## src/rtl/rtc_pkg.sv

```systemverilog
package rtc_pkg;
  typedef enum logic [2:0] {
    ST_RUN      = 3'd0,
    ST_IDLE     = 3'd1,
    ST_SQ_START = 3'd2,
    ST_SQ       = 3'd3,
    ST_BLK      = 3'd4,
    ST_UNBLK    = 3'd5,
    ST_SER      = 3'd6
  } rt_state_e;

  // order is priority: lower index reported first
  typedef enum logic [1:0] {
    CS_ROB  = 2'd0,
    CS_IQ   = 2'd1,
    CS_LSQ  = 2'd2,
    CS_NONE = 2'd3
  } cause_e;

  localparam int NUM_STRUCT = 3;
endpackage

```

## src/rtl/rtc_capacity.sv

```systemverilog
module rtc_capacity
  import rtc_pkg::*;
#(
  parameter int FREE_W = 6,
  parameter int CW     = 3
) (
  input  logic [NUM_STRUCT-1:0][FREE_W-1:0] free_i,
  input  logic [CW-1:0]                     inflight_i,
  input  logic [CW-1:0]                     want_i,
  output logic [CW-1:0]                     cap_o,
  output cause_e                            cause_o
);
  localparam int EW = (FREE_W > CW) ? FREE_W : CW;

  logic [NUM_STRUCT-1:0][EW-1:0] eff;
  logic [NUM_STRUCT-1:0]         short_s;

  for (genvar s = 0; s < NUM_STRUCT; s++) begin : g_struct
    always_comb begin
      if (EW'(free_i[s]) > EW'(inflight_i)) eff[s] = EW'(free_i[s]) - EW'(inflight_i);
      else                                  eff[s] = '0;
      short_s[s] = eff[s] < EW'(want_i);
    end
  end

  always_comb begin
    logic [EW-1:0] m;
    m = EW'(want_i);
    for (int s = 0; s < NUM_STRUCT; s++)
      if (eff[s] < m) m = eff[s];
    cap_o = CW'(m);
  end

  always_comb begin
    cause_o = CS_NONE;
    for (int s = NUM_STRUCT - 1; s >= 0; s--)
      if (short_s[s]) cause_o = cause_e'(s);
  end
endmodule

```

## src/rtl/rtc_skid_track.sv

```systemverilog
module rtc_skid_track #(
  parameter int CW = 3,
  parameter int SW = 4
) (
  input  logic          clk_i,
  input  logic          rst_ni,
  input  logic          clr_i,
  input  logic [CW-1:0] push_i,
  input  logic [CW-1:0] pop_i,
  output logic [SW-1:0] cnt_o
);
  always_ff @(posedge clk_i or negedge rst_ni) begin
    if (!rst_ni)    cnt_o <= '0;
    else if (clr_i) cnt_o <= '0;
    else            cnt_o <= cnt_o + SW'(push_i) - SW'(pop_i);
  end
endmodule

```

## src/rtl/rtc_fsm.sv

```systemverilog
module rtc_fsm
  import rtc_pkg::*;
#(
  parameter int CW = 3,
  parameter int SW = 4,
  parameter int AW = 4
) (
  input  logic          clk_i,
  input  logic          rst_ni,
  input  logic [CW-1:0] dec_cnt_i,
  input  logic [SW-1:0] skid_cnt_i,
  input  logic [CW-1:0] want_i,
  input  logic [CW-1:0] cap_i,
  input  cause_e        cause_i,
  input  logic          exe_stall_i,
  input  logic          cmt_stall_i,
  input  logic          squash_i,
  input  logic          squash_done_i,
  input  logic          rob_empty_i,
  input  logic          ser_i,
  input  logic          ser_after_i,
  output logic [CW-1:0] ren_cnt_o,
  output logic [CW-1:0] push_o,
  output logic [CW-1:0] pop_o,
  output logic          clr_o,
  output logic [CW-1:0] inflight_o,
  output rt_state_e     state_o,
  output cause_e        cause_o,
  output logic          block_o
);
  rt_state_e     state_q, state_d;
  logic [CW-1:0] inflight_q;
  logic          pend_q, pend_d;

  logic [AW-1:0] avail, skid_after;
  logic [CW-1:0] from_dec;
  logic          barrier, ready, stall;

  assign avail   = AW'(skid_cnt_i) + AW'(dec_cnt_i);
  assign barrier = ser_i | pend_q;
  assign ready   = rob_empty_i && (inflight_q == '0);
  assign stall   = exe_stall_i | cmt_stall_i;

  always_comb begin
    ren_cnt_o  = '0;
    push_o     = '0;
    pop_o      = '0;
    clr_o      = 1'b0;
    cause_o    = CS_NONE;
    state_d    = state_q;
    pend_d     = pend_q;
    from_dec   = '0;
    skid_after = '0;
    unique case (state_q)
      ST_SQ_START: begin
        clr_o   = 1'b1;
        pend_d  = 1'b0;
        state_d = ST_SQ;
      end
      ST_SQ: if (squash_done_i) state_d = ST_RUN;
      ST_BLK: begin
        push_o  = dec_cnt_i;
        cause_o = cause_i;
        if (!stall && cause_i == CS_NONE) state_d = ST_UNBLK;
      end
      ST_SER: begin
        push_o  = dec_cnt_i;
        cause_o = cause_i;
        if (ready) state_d = ST_UNBLK;
      end
      default: begin
        cause_o = cause_i;
        if (stall) begin
          push_o  = dec_cnt_i;
          state_d = ST_BLK;
        end else if (avail != '0 && barrier && !ready) begin
          push_o  = dec_cnt_i;
          state_d = ST_SER;
        end else begin
          ren_cnt_o  = cap_i;
          pop_o      = (AW'(cap_i) <= AW'(skid_cnt_i)) ? cap_i : CW'(skid_cnt_i);
          from_dec   = cap_i - pop_o;
          push_o     = dec_cnt_i - from_dec;
          skid_after = AW'(skid_cnt_i) - AW'(pop_o) + AW'(push_o);
          if (cap_i < want_i)        state_d = ST_BLK;
          else if (skid_after != '0) state_d = ST_UNBLK;
          else if (cap_i != '0)      state_d = ST_RUN;
          else                       state_d = ST_IDLE;
          if (cap_i != '0) pend_d = ser_after_i;
        end
      end
    endcase
    if (squash_i) begin
      ren_cnt_o = '0;
      push_o    = '0;
      pop_o     = '0;
      clr_o     = 1'b0;
      cause_o   = CS_NONE;
      pend_d    = pend_q;
      state_d   = ST_SQ_START;
    end
  end

  always_ff @(posedge clk_i or negedge rst_ni) begin
    if (!rst_ni) begin
      state_q    <= ST_IDLE;
      inflight_q <= '0;
      pend_q     <= 1'b0;
    end else begin
      state_q    <= state_d;
      inflight_q <= ren_cnt_o;
      pend_q     <= pend_d;
    end
  end

  assign state_o    = state_q;
  assign inflight_o = inflight_q;
  assign block_o    = (state_q == ST_BLK) || (state_q == ST_SER) || (skid_cnt_i != '0);
endmodule

```

## src/rtl/rename_thread_ctrl.sv

```systemverilog
module rename_thread_ctrl
  import rtc_pkg::*;
#(
  parameter int WIDTH      = 4,
  parameter int SKID_DEPTH = 8,
  parameter int FREE_W     = 6
) (
  input  logic                         clk_i,
  input  logic                         rst_ni,
  input  logic [$clog2(WIDTH+1)-1:0]   dec_cnt_i,
  input  logic [FREE_W-1:0]            rob_free_i,
  input  logic [FREE_W-1:0]            iq_free_i,
  input  logic [FREE_W-1:0]            lsq_free_i,
  input  logic                         exe_stall_i,
  input  logic                         cmt_stall_i,
  input  logic                         squash_i,
  input  logic                         squash_done_i,
  input  logic                         rob_empty_i,
  input  logic                         ser_i,
  input  logic                         ser_after_i,
  output logic [$clog2(WIDTH+1)-1:0]   ren_cnt_o,
  output logic [$clog2(WIDTH+1)-1:0]   skid_push_o,
  output logic [$clog2(WIDTH+1)-1:0]   skid_pop_o,
  output logic                         skid_clr_o,
  output logic                         block_o,
  output logic [1:0]                   stall_cause_o,
  output logic [2:0]                   state_o
);
  localparam int CW = $clog2(WIDTH + 1);
  localparam int SW = $clog2(SKID_DEPTH + 1);
  localparam int AW = $clog2(SKID_DEPTH + WIDTH + 1);

  logic [SW-1:0] skid_cnt;
  logic [CW-1:0] want, cap, inflight, lim;
  logic [AW-1:0] avail;
  cause_e        cause, cause_vis;
  rt_state_e     state;
  logic [NUM_STRUCT-1:0][FREE_W-1:0] free_vec;

  assign free_vec = {lsq_free_i, iq_free_i, rob_free_i};
  assign lim      = ser_after_i ? CW'(1) : CW'(WIDTH);
  assign avail    = AW'(skid_cnt) + AW'(dec_cnt_i);
  assign want     = (avail < AW'(lim)) ? CW'(avail) : lim;

  rtc_capacity #(.FREE_W(FREE_W), .CW(CW)) i_capacity (
    .free_i     (free_vec),
    .inflight_i (inflight),
    .want_i     (want),
    .cap_o      (cap),
    .cause_o    (cause)
  );

  rtc_fsm #(.CW(CW), .SW(SW), .AW(AW)) i_fsm (
    .clk_i         (clk_i),
    .rst_ni        (rst_ni),
    .dec_cnt_i     (dec_cnt_i),
    .skid_cnt_i    (skid_cnt),
    .want_i        (want),
    .cap_i         (cap),
    .cause_i       (cause),
    .exe_stall_i   (exe_stall_i),
    .cmt_stall_i   (cmt_stall_i),
    .squash_i      (squash_i),
    .squash_done_i (squash_done_i),
    .rob_empty_i   (rob_empty_i),
    .ser_i         (ser_i),
    .ser_after_i   (ser_after_i),
    .ren_cnt_o     (ren_cnt_o),
    .push_o        (skid_push_o),
    .pop_o         (skid_pop_o),
    .clr_o         (skid_clr_o),
    .inflight_o    (inflight),
    .state_o       (state),
    .cause_o       (cause_vis),
    .block_o       (block_o)
  );

  rtc_skid_track #(.CW(CW), .SW(SW)) i_skid (
    .clk_i  (clk_i),
    .rst_ni (rst_ni),
    .clr_i  (skid_clr_o),
    .push_i (skid_push_o),
    .pop_i  (skid_pop_o),
    .cnt_o  (skid_cnt)
  );

  assign state_o       = state;
  assign stall_cause_o = cause_vis;
endmodule

```

## config.mk

```make
export PLATFORM = sky130hd
export DESIGN_NAME = rename_thread_ctrl
export DESIGN_NICKNAME = d
export VERILOG_FILES = /design/src/rtl/rtc_pkg.sv /design/src/rtl/rtc_capacity.sv /design/src/rtl/rtc_skid_track.sv /design/src/rtl/rtc_fsm.sv /design/src/rtl/rename_thread_ctrl.sv
export SDC_FILE = /design/constraint.sdc
export NUM_CORES = 1
export LEC_CHECK = 0
export BUFFER_PORTS_ARGS = -buffer_cell sky130_fd_sc_hd__buf_2
export CAP_MARGIN = 20
export CELL_PAD_IN_SITES_DETAIL_PLACEMENT = 0
export CELL_PAD_IN_SITES_GLOBAL_PLACEMENT = 1
export CORE_AREA = 2 2 68 102
export DETAILED_ROUTE_END_ITERATION = 16
export DIE_AREA = 0 0 70 104
export PLACE_DENSITY_LB_ADDON = 0.08
export SYNTH_ARGS = -nofsm -noshare
export SYNTH_HDL_FRONTEND = slang
export SYNTH_SLANG_ARGS = --single-unit
```

## constraint.sdc

```tcl
create_clock -name clk_i -period 35.7 [get_ports clk_i]
set_input_delay 7.14 -clock clk_i [delete_from_list [all_inputs] [get_ports clk_i]]
set_output_delay 7.14 -clock clk_i [all_outputs]
set_load 0.005 [all_outputs]
```

# --- Yosys cells after proc, flatten, opt, wreduce, memory -nomap -nowiden ---
# Index checks and enable logic that the tools add are counted.
totals:
  register_bits: 11
  elab_cells: 102
  romBits: 0
  latch_bits: 0
  mem_count: 0
  mem_bits_rw: 0
  out_inout_bits: 16
  inputBits: 30
op_classes:
  bitwise_logic: 4
  reduce_logical: 20
  n_eq_ne: 10
  add_sub_neg: 10
  n_div: 0
  shift: 0
  order_cmp: 11
  mux: 43
  multipliers: 0
op_table:
  columns: ["cell", "n"]
  rows:
  - ["$mux 3", 23]
  - ["$mux 6", 5]
  - ["$gt 6x3->1", 3]
  - ["$lt 6x3->1", 3]
  - ["$sub 6x3->6", 3]
  - ["$add 4x3->4", 3]
  - ["$lt 6x6->1", 2]
  - ["$pmux 3 s4", 1]
  - ["$reduce_bool 4->1", 3]
  - ["$mux 2", 4]
  - ["$sub 4x3->4", 2]
  - ["$mux 1", 7]
  - ["$eq 3x2->1 const B", 2]
  - ["$eq 3x3->1 const B", 2]
  - ["$ne 3x2->1 const B", 2]
  - ["$pmux 3 s2", 1]
  - ["$sub 3x3->3", 2]
  - ["$reduce_and 5->1", 1]
  - ["$le 3x4->1", 1]
  - ["$logic_and 1x1->1", 4]
  - ["$lt 4x3->1", 1]
  - ["$mux 4", 1]
  - ["$ne 2x2->1 const B", 2]
  - ["$reduce_or 2->1", 2]
  - ["14 further kinds", 18]

# --- Logic depth before layout (Yosys ltp) ---
# Gate-level depths: netlist (run 1).
logic_depth:
  depth_word: 21
  depth_mapped: 56
  depth_no_buf: 56

# --- Modules after synthesis ---
# A second synthesis (run 1) with hierarchy kept.
hier_totals:
  cells_unflattened: 335
  hier_area_um2: 2707.6
modules_own_cells:
  columns: ["module", "n_inst", "cells_per_inst", "seq_area_each_um2", "area_each_um2"]
  rows:
  - ["rtc_fsm", 1, 134, 176.4, 1123.6]
  - ["rtc_capacity", 1, 151, 0.0, 1107.3]
  - ["rtc_skid_track", 1, 31, 100.1, 312.8]
  - ["rename_thread_ctrl", 1, 19, 0.0, 163.9]

# --- Worst setup path before layout (run 1) ---
# Ideal clock, no wire load.
synth_path:
  kind: "input -> output"
  from: "in dec_cnt_i[0]"
  to: "out skid_push_o[2]"
  arrival_time_ns: 16.771
  path_stages: 43
  t_required_ns: 28.560
  setup_slack_ns: 11.789
  n_path_buf: 0
  cell_sequence: "ha_1 > fa_1 > xor2_1 > ha_1 > nand2b_1 > a211o_1 > nand2_1 > nand2_1 > ha_1 > o211ai_1 > o311ai_1 > a211o_1 > a21oi_1 > mux2i_1 > inv_1 > ha_1 > nor2_1 > o31a_1 > [... 7 more ...] > nor2_1 > nor2_1 > a31oi_4 > o31a_2 > mux2_2 > ha_1 > a21oi_1 > a311oi_1 > mux2i_1 > fa_1 > fa_1 > xor2_1 > nand3_1 > or2_2 > a21oi_1 > nor4_4 > a21boi_2 > mux2_4"
synth_between:
  elab_chain_cells: 17
  word_cells_on_any_way: 20
  classes_between: "add/sub: 3; order compare: 5; mux: 9; reduce/logical: 3"
synth_rtl:
  columns: ["item", "line_no", "source"]
  rows:
  - ["start: declaration", "rename_thread_ctrl.sv:10", "input logic [$clog2(WIDTH+1)-1:0] dec_cnt_i,"]
  - ["$add 4x3->4", "rtc_fsm.sv:39, rename_thread_ctrl.sv:42", null]
  - ["$lt 4x3->1", "rename_thread_ctrl.sv:43", "assign want = (avail < AW'(lim)) ? CW'(avail) : lim;"]
  - ["$mux 3", "rename_thread_ctrl.sv:43", null]
  - ["$lt 6x3->1", "rtc_capacity.sv:30", "if (eff[s] < m) m = eff[s];"]
  - ["$mux 6", "rtc_capacity.sv:30", null]
  - ["$lt 6x6->1", "rtc_capacity.sv:30", null]
  - ["$mux 6", "rtc_capacity.sv:30", null]
  - ["$lt 6x6->1", "rtc_capacity.sv:30", null]
  - ["$mux 3", "rtc_capacity.sv:30", null]
  - ["$le 3x4->1", "rtc_fsm.sv:81", "pop_o = (AW'(cap_i) <= AW'(skid_cnt_i)) ? cap_i : CW'(skid_cnt_i);"]
  - ["$mux 3", "rtc_fsm.sv:81", null]
  - ["$sub 3x3->3", "rtc_fsm.sv:82", "from_dec = cap_i - pop_o;"]
  - ["$sub 3x3->3", "rtc_fsm.sv:83", "push_o = dec_cnt_i - from_dec;"]
  - ["$mux 3 *", "rtc_fsm.sv:76", "end else if (avail != '0 && barrier && !ready) begin"]
  - ["$mux 3 *", "rtc_fsm.sv:73", "if (stall) begin"]
  - ["$pmux 3 s2 *", "rtc_fsm.sv:54", "unique case (state_q)"]
  - ["$mux 3 *", "rtc_fsm.sv:93", "if (squash_i) begin"]
  - ["end: declaration", "rename_thread_ctrl.sv:22", "output logic [$clog2(WIDTH+1)-1:0] skid_push_o,"]
# Mark *: on every way between the ends. The rest lies on a longest branch, timed or not.

# --- Worst setup path after layout (run 1) ---
# Ends and elaborated chain as after synthesis.

==> results of run 1 <==
## kinds of logic after synthesis
logic type / after synthesis
xor gates and xnor gates: 16
DFF: 11
muxes: 11
adders and majority gates: 53
AOI/OAI and AO/OA: 92
other: 1
buffers and inverters: 45
and+or+nand+nor: 134
## cell type report
type / instances / share of cell area
Inverter: 44 / 0.0504
Sequential cell: 11 / 0.0844
Tap cell: 76 / 0.0290
Timing Repair Buffer: 45 / 0.0687
Clock buffer: 4 / 0.0137
Multi-Input combinational cell: 309 / 0.754
## how the worst max path moves through the flow
stage	slack, ns	end	startpoint
CTS	10.43	skid_push_o[2]	dec_cnt_i[0]
finish	10.46	skid_push_o[2]	dec_cnt_i[0]
global route	9.51	skid_push_o[2]	dec_cnt_i[0]
global placement	10.63	skid_push_o[2]	dec_cnt_i[0]
floorplan	11.79	skid_push_o[2]	dec_cnt_i[0]
detailed placement	10.44	skid_push_o[2]	dec_cnt_i[0]
## flip-flops by register name, summed over array words and instances (netlist names)
register and cells:
i_fsm.state_o 3, i_fsm.pend_q 1, i_skid.cnt_o 4, i_fsm.inflight_o 3
## cells in the final DEF (no fill, tap or decap), drive strengths merged, types with 12 or more instances in the layout
| cell | instances |
|---|---|
| buf | 45 |
| inv | 43 |
| ha | 41 |
| nor2 | 35 |
| a21oi | 24 |
| nand2 | 19 |
| o21ai | 16 |
| nand3 | 13 |
| a21o | 13 |
| fa | 12 |
| nor3 | 12 |
## where the power goes
part | internal (mW) | switching (mW) | leakage [nW] | total (mW)
Sequential | 0.0169 | 0.00687 | 0.139 | 0.0238
Combinational | 0.140 | 0.174 | 1.38 | 0.314
Clock | 0.00783 | 0.00455 | 0.0228 | 0.0124
Total | 0.165 | 0.186 | 1.54 | 0.350
## stage by stage
step	instance area (µm²)	worst slack, ns	instances	hold slack (ns)
detailed placement	3230	10.44	485	0.535
global placement	3230	10.63	485	0.533
global route	3280	9.51	489	0.567
CTS	3280	10.43	489	0.553
floorplan	2920	11.79	365	0.499
finish	3280	10.46	489	0.546
## worst reg2reg max path: cells and delay by family (launching register included)
kind / cells / cell delay (ns)
AOI/OAI and AO/OA: 17 / 4.05
adders and majority gates: 11 / 3.97
and+or+nand+nor: 13 / 2.23
muxes: 3 / 1.11
buffers and inverters: 2 / 0.11
xor gates and xnor gates: 4 / 0.74
DFF: 1 / 0.44
## metal layers
| metal | wire length (µm) | GRT usage | vias up |
|---|---|---|---|
| met5 | 0 | 0 | - |
| met1 | 2840 | 0.229 | 1311 |
| met4 | 335 | 0.0962 | 0 |
| li1 | - | - | 1409 |
| met3 | 209 | 0.0213 | 25 |
| met2 | 4500 | 0.453 | 73 |
==> flow_summary_export.csv, run 1 <==
group,metric,value,unit
status,status,"finished clean",
floorplan,placementRows,36,
logic_synthesis,synth-main-ff-cell,"dfrtp_1",
critical_path,critPathLaunchType,"input port",
critical_path,slowest_delay,0.77,ns
placed_design,dp_hpwl,6920,µm
critical_path,crit_path_end_kind,"output pin",
final_layout,area.growth.synth_to_final,12.6,%
critical_path,cp_slowest_cell,"a311oi_1",
floorplan,die_x,70,µm
logic_synthesis,synth_top_area_share,0.176,
critical_path,r2r_start,"i_skid.cnt_o[0]$_DFF_PN0_",
hold_path,whs_path_depth,2,
clocking,clock-root-buffer,"clkbuf_8",
detailed_routing,vias,2818,
detailed_routing,drc,0,
detailed_routing,vias_per_cell,5.76,
clocking,clk_path_buf_depth,2,
logic_synthesis,synth_area_leaders,"ha_1 (18%), dfrtp_1 (8.6%), fa_1 (8.3%)",
sta,setup_violations,0,
sta,post-route-period-util,0.707,
logic_synthesis,synth_top_family_by_area,"adder cells",
logic_synthesis,syn-cell-area,2910,µm²
detailed_routing,first_pass_iters,5,
clocking,clk_pin_slew_worst_paths,0.05,ns
critical_path,critPathTopFamily,"compound AO/OA/AOI/OAI gates",
clocking,htree_levels,1,
logic_synthesis,async_flop_share,1.00,
logic_synthesis,synthMuxAreaShare,0.0404,
critical_path,cp.buffers_inverters,3,
clocking,cts_resized,0,
critical_path,critical_path_arrival,18.10,ns
global_route,antenna_found_initial,0,
clocking,clock_sinks,11,
critical_path,crit_type,"in -> out",
critical_path,crit_path_frequent_cell,"ha_1",
logic_synthesis,synth_area_per_cell,8.01,µm²
logic_synthesis,synth_simple_gate_area_frac,0.254,
placed_design,io_buffers,45,
power,power.density,107,nW/µm²
detailed_routing,totalWireLength,7880,µm
global_route,grt_usage,0.226,
clocking,insertion_delay,0.24,ns
sta,rsz0062_at_grt,"false",
logic_synthesis,yosysSeqAreaShare,0.0951,
final_layout,nFillCells,668,
logic_synthesis,yosys.area.top_type,"ha_1",
logic_synthesis,yosysUniqueCellTypes,76,
floorplan,die_h,104,µm
floorplan,dieArea,7280,µm²
critical_path,cp.required,28.56,ns
floorplan,io_pins,46,
logic_synthesis,synth_compound_area_frac,0.244,
final_layout,n_antenna_cell,0,
clocking,numCtsBuffers,3,
sta,worst_slew_pin_slew,0.937,ns
sta,tns,0,ns
sta,slew_viol_final,0,
sta,max_freq,39.6,MHz
clocking,postCtsSetupBuffers,0,
global_route,grt_pass1_wl,13400,µm
sta,maxSlewHeadroom,0.371,
critical_path,rrSetupSlack,22.91,ns
sta,finalHoldViolCount,0,
run,drv_cap,0,
logic_synthesis,yosys_warnings,0,
final_layout,fin_util,0.512,
detailed_routing,postRouteAntennaNets,0,
critical_path,path_depth,44,
logic_synthesis,synth-xor-area-share,0.0482,
power,p_total,350,µW
clocking,cts_tree,"done",
detailed_routing,dr.first_iter.drc_count,84,
global_route,grt_pass1_vias,2940,
clocking,hold_buffers,0,
final_layout,drive_above_1_share,0.203,
hold_path,hold_path.class,"reg -> reg",
floorplan,coreArea,6400,µm²
critical_path,r2r_cells,50,
logic_synthesis,ys_top_cells_by_count,"inv_1 (42), ha_1 (41), nor2_1 (34)",
logic_synthesis,syn_inst,363,
logic_synthesis,synth_edf_count,0,
final_layout,ff_latch_area,277,µm²
final_layout,final_nets,497,
logic_synthesis,ys_ff_latch,11,
hold_path,whs_endpoint,"i_fsm.pend_q$_DFFE_PN0P_",
critical_path,path_max_fanout,7,
critical_path,r2r_end,"i_fsm.state_o[2]$_DFFE_PN0P_",
hold_path,worstHoldStart,"i_fsm.pend_q$_DFFE_PN0P_",
detailed_routing,wl_per_cell,16.1,µm
global_route,grt_max_degree,12,
global_route,grt-ovfl-total,0,
final_layout,multiInputGateArea,2470,µm²
logic_synthesis,synth.most_common_cell,"inv_1",
power,ir_drop,0.158,mV
power,p_leak,1.54,nW
sta,fin_skew,0.000847,ns
placed_design,gp_congestion,0.885,
logic_synthesis,yosys.area_share.adder,0.259,
floorplan,start_util,0.455,
sta,fin_crit,25.24,ns
Power figures use the tool's default switching activity.
==> run 2: changes to the inputs <==
ABC_AREA = 1   (was unset)
CORE_AREA = 2 2 75 112   (was 2 2 68 102)
DIE_AREA = 0 0 77 114   (was 0 0 70 104)
clock period = 20.2 ns   (was 35.7 ns; I/O delays follow)
==> flow_summary_export.csv, run 2 <==
group,metric,value,unit
clocking,numCtsBuffers,3,
detailed_routing,dr.first_iter.drc_count,54,
sta,fin_crit,16.12,ns
final_layout,area.growth.synth_to_final,15.6,%
logic_synthesis,synth_top_area_share,0.183,
logic_synthesis,synth_edf_count,0,
logic_synthesis,yosysSeqAreaShare,0.0985,
placed_design,io_buffers,45,
global_route,grt_pass1_wl,12900,µm
clocking,clock_sinks,11,
logic_synthesis,ys_top_cells_by_count,"inv_1 (88), nand2_1 (85), nor2_1 (46)",
detailed_routing,vias,2769,
clocking,postCtsSetupBuffers,0,
critical_path,cp_slowest_cell,"fa_1",
clocking,cts_tree,"done",
clocking,insertion_delay,0.24,ns
logic_synthesis,synth_area_leaders,"ha_1 (18%), inv_1 (12%), nand2_1 (11%)",
logic_synthesis,synth.most_common_cell,"inv_1",
logic_synthesis,syn_inst,434,
sta,fin_ws,4.08,ns
critical_path,crit_path_end_kind,"output pin",
status,status,"finished clean",
clocking,hold_buffers,0,
final_layout,final_nets,568,
detailed_routing,totalWireLength,7530,µm
global_route,grt_max_degree,12,
detailed_routing,postRouteAntennaNets,0,
hold_path,hold_path.class,"reg -> reg",
final_layout,largest_reg_flops,4,
placed_design,dp_hpwl,6710,µm
floorplan,dieArea,8780,µm²
sta,fin_skew,0.00468,ns
clocking,clock-root-buffer,"clkbuf_16",
detailed_routing,wl_per_cell,12.8,µm
final_layout,multiInputGateArea,2180,µm²
sta,maxSlewHeadroom,0.505,
run,drv_cap,0,
global_route,antenna_found_initial,0,
floorplan,die_x,77,µm
sta,post-route-period-util,0.798,
final_layout,final_cell_mix,"inv_1 (88), nand2_1 (85), nor2_1 (46)",
power,p_total,625,µW
sta,max_freq,62.0,MHz
logic_synthesis,yosys_warnings,0,
sta,slew_viol_final,0,
detailed_routing,first_pass_iters,4,
final_layout,layout_commonest_cell,"inv_1",
logic_synthesis,synth-main-ff-cell,"dfrtp_1",
critical_path,critPathLaunchType,"input port",
placed_design,pre_cts_ws,4.04,ns
floorplan,placementRows,40,
clocking,cts_resized,0,
final_layout,top_register,"i_skid.cnt_o",
logic_synthesis,async_flop_share,1.00,
critical_path,crit_path_frequent_cell,"nand2_1",
global_route,grt_pass1_vias,2794,
logic_synthesis,yosysUniqueCellTypes,40,
final_layout,n_antenna_cell,0,
sta,setup_violations,0,
critical_path,cp.required,16.16,ns
detailed_routing,drc,0,
power,p_leak,1.85,nW
final_layout,drive_above_1_share,0.196,
critical_path,slowest_delay,0.53,ns
floorplan,die_h,114,µm
logic_synthesis,yosys.area.top_type,"ha_1",
sta,rsz0062_at_grt,"false",
logic_synthesis,synth_area_per_cell,6.47,µm²
clocking,htree_levels,1,
critical_path,crit_type,"in -> out",
power,ir_drop,0.179,mV
detailed_routing,vias_per_cell,4.70,
global_route,grt_usage,0.182,
final_layout,ff_latch_area,277,µm²
clocking,clk_path_buf_depth,2,
floorplan,start_util,0.355,
logic_synthesis,syn-cell-area,2810,µm²
final_layout,nFillCells,920,
sta,worst_slew_pin_slew,0.735,ns
clocking,clk_pin_slew_worst_paths,0.04,ns
critical_path,critical_path_arrival,12.08,ns
critical_path,path_max_fanout,6,
sta,tns,0,ns
floorplan,coreArea,7910,µm²
logic_synthesis,ys_ff_latch,11,
sta,finalHoldViolCount,0,
floorplan,io_pins,46,
power,power.density,193,nW/µm²
global_route,grt-ovfl-total,0,
placed_design,gp_congestion,0.883,
run 2: critical path, delay by kind of cell:
kind                       cells  cell delay (ns)
adders and majority gates      9             3.07
xor gates and xnor gates       1             0.19
buffers and inverters          8             0.86
and+or+nand+nor               17             1.67
AOI/OAI and AO/OA             11             2.21
run 2: final cells by class:
class	instances	share of cell area
clock buffers	4	0.0243
inverters	93	0.108
multi-input cells	331	0.673
flip-flops and latches	11	0.0852
well taps	105	0.0405
repair buffers	45	0.0694
run 2: routing by layer:
metal	GRT usage	share of wire	vias up
met2	0.373	0.55	46
met3	0.0119	0.022	14
met4	0.0440	0.020	0
met1	0.199	0.41	1230
li1	-	-	1479
met5	0	0	-
run 2: where the power goes:
part	total, mW	leakage, nW	switching [mW]	internal (mW)
Combinational	0.548	1.67	0.334	0.214
Clock	0.0365	0.0382	0.00998	0.0265
Sequential	0.0401	0.138	0.00937	0.0308
run 2: logic make-up (layout without fill, tap and decap cells):
family | after synthesis | after routing | synth area share
AOI/OAI and AO/OA | 52 | 52 | 0.118
xor gates and xnor gates | 8 | 8 | 0.0250
adders and majority gates | 53 | 53 | 0.268
buffers and inverters | 94 | 142 | 0.126
DFF | 11 | 11 | 0.0985
other | 1 | 3 | 0.00134
and+or+nand+nor | 215 | 215 | 0.362
run 2: path summary, 6_finish.rpt:
kind	from	endpoint	slack, ns	depth (start not counted)
setup / recovery	dec_cnt_i[0]	skid_push_o[1]	4.08	46
hold / removal	i_fsm.pend_q$_DFFE_PN0P_	i_fsm.pend_q$_DFFE_PN0P_	0.50	2
setup reg to reg	i_skid.cnt_o[0]$_DFF_PN0_	i_fsm.state_o[0]$_DFFE_PN1P_	10.09	56
hold reg to reg	i_fsm.pend_q$_DFFE_PN0P_	i_fsm.pend_q$_DFFE_PN0P_	0.50	2
max in group asynchronous	rst_ni	i_fsm.state_o[0]$_DFFE_PN1P_	16.26	1
min in group asynchronous	rst_ni	i_skid.cnt_o[1]$_DFF_PN0_	3.67	1
run 2: per-stage QoR:
step / cell area (µm²) / util / hold slack [ns] / std cells
after floorplan: 2810 / - / 0.459 / 436
after global placement: 3170 / 0.400 / 0.485 / 585
after detailed placement: 3170 / 0.400 / 0.494 / 585
after CTS: 3240 / 0.410 / 0.503 / 589
after global routing: 3240 / 0.410 / 0.578 / 589
final: 3240 / 0.410 / 0.497 / 589
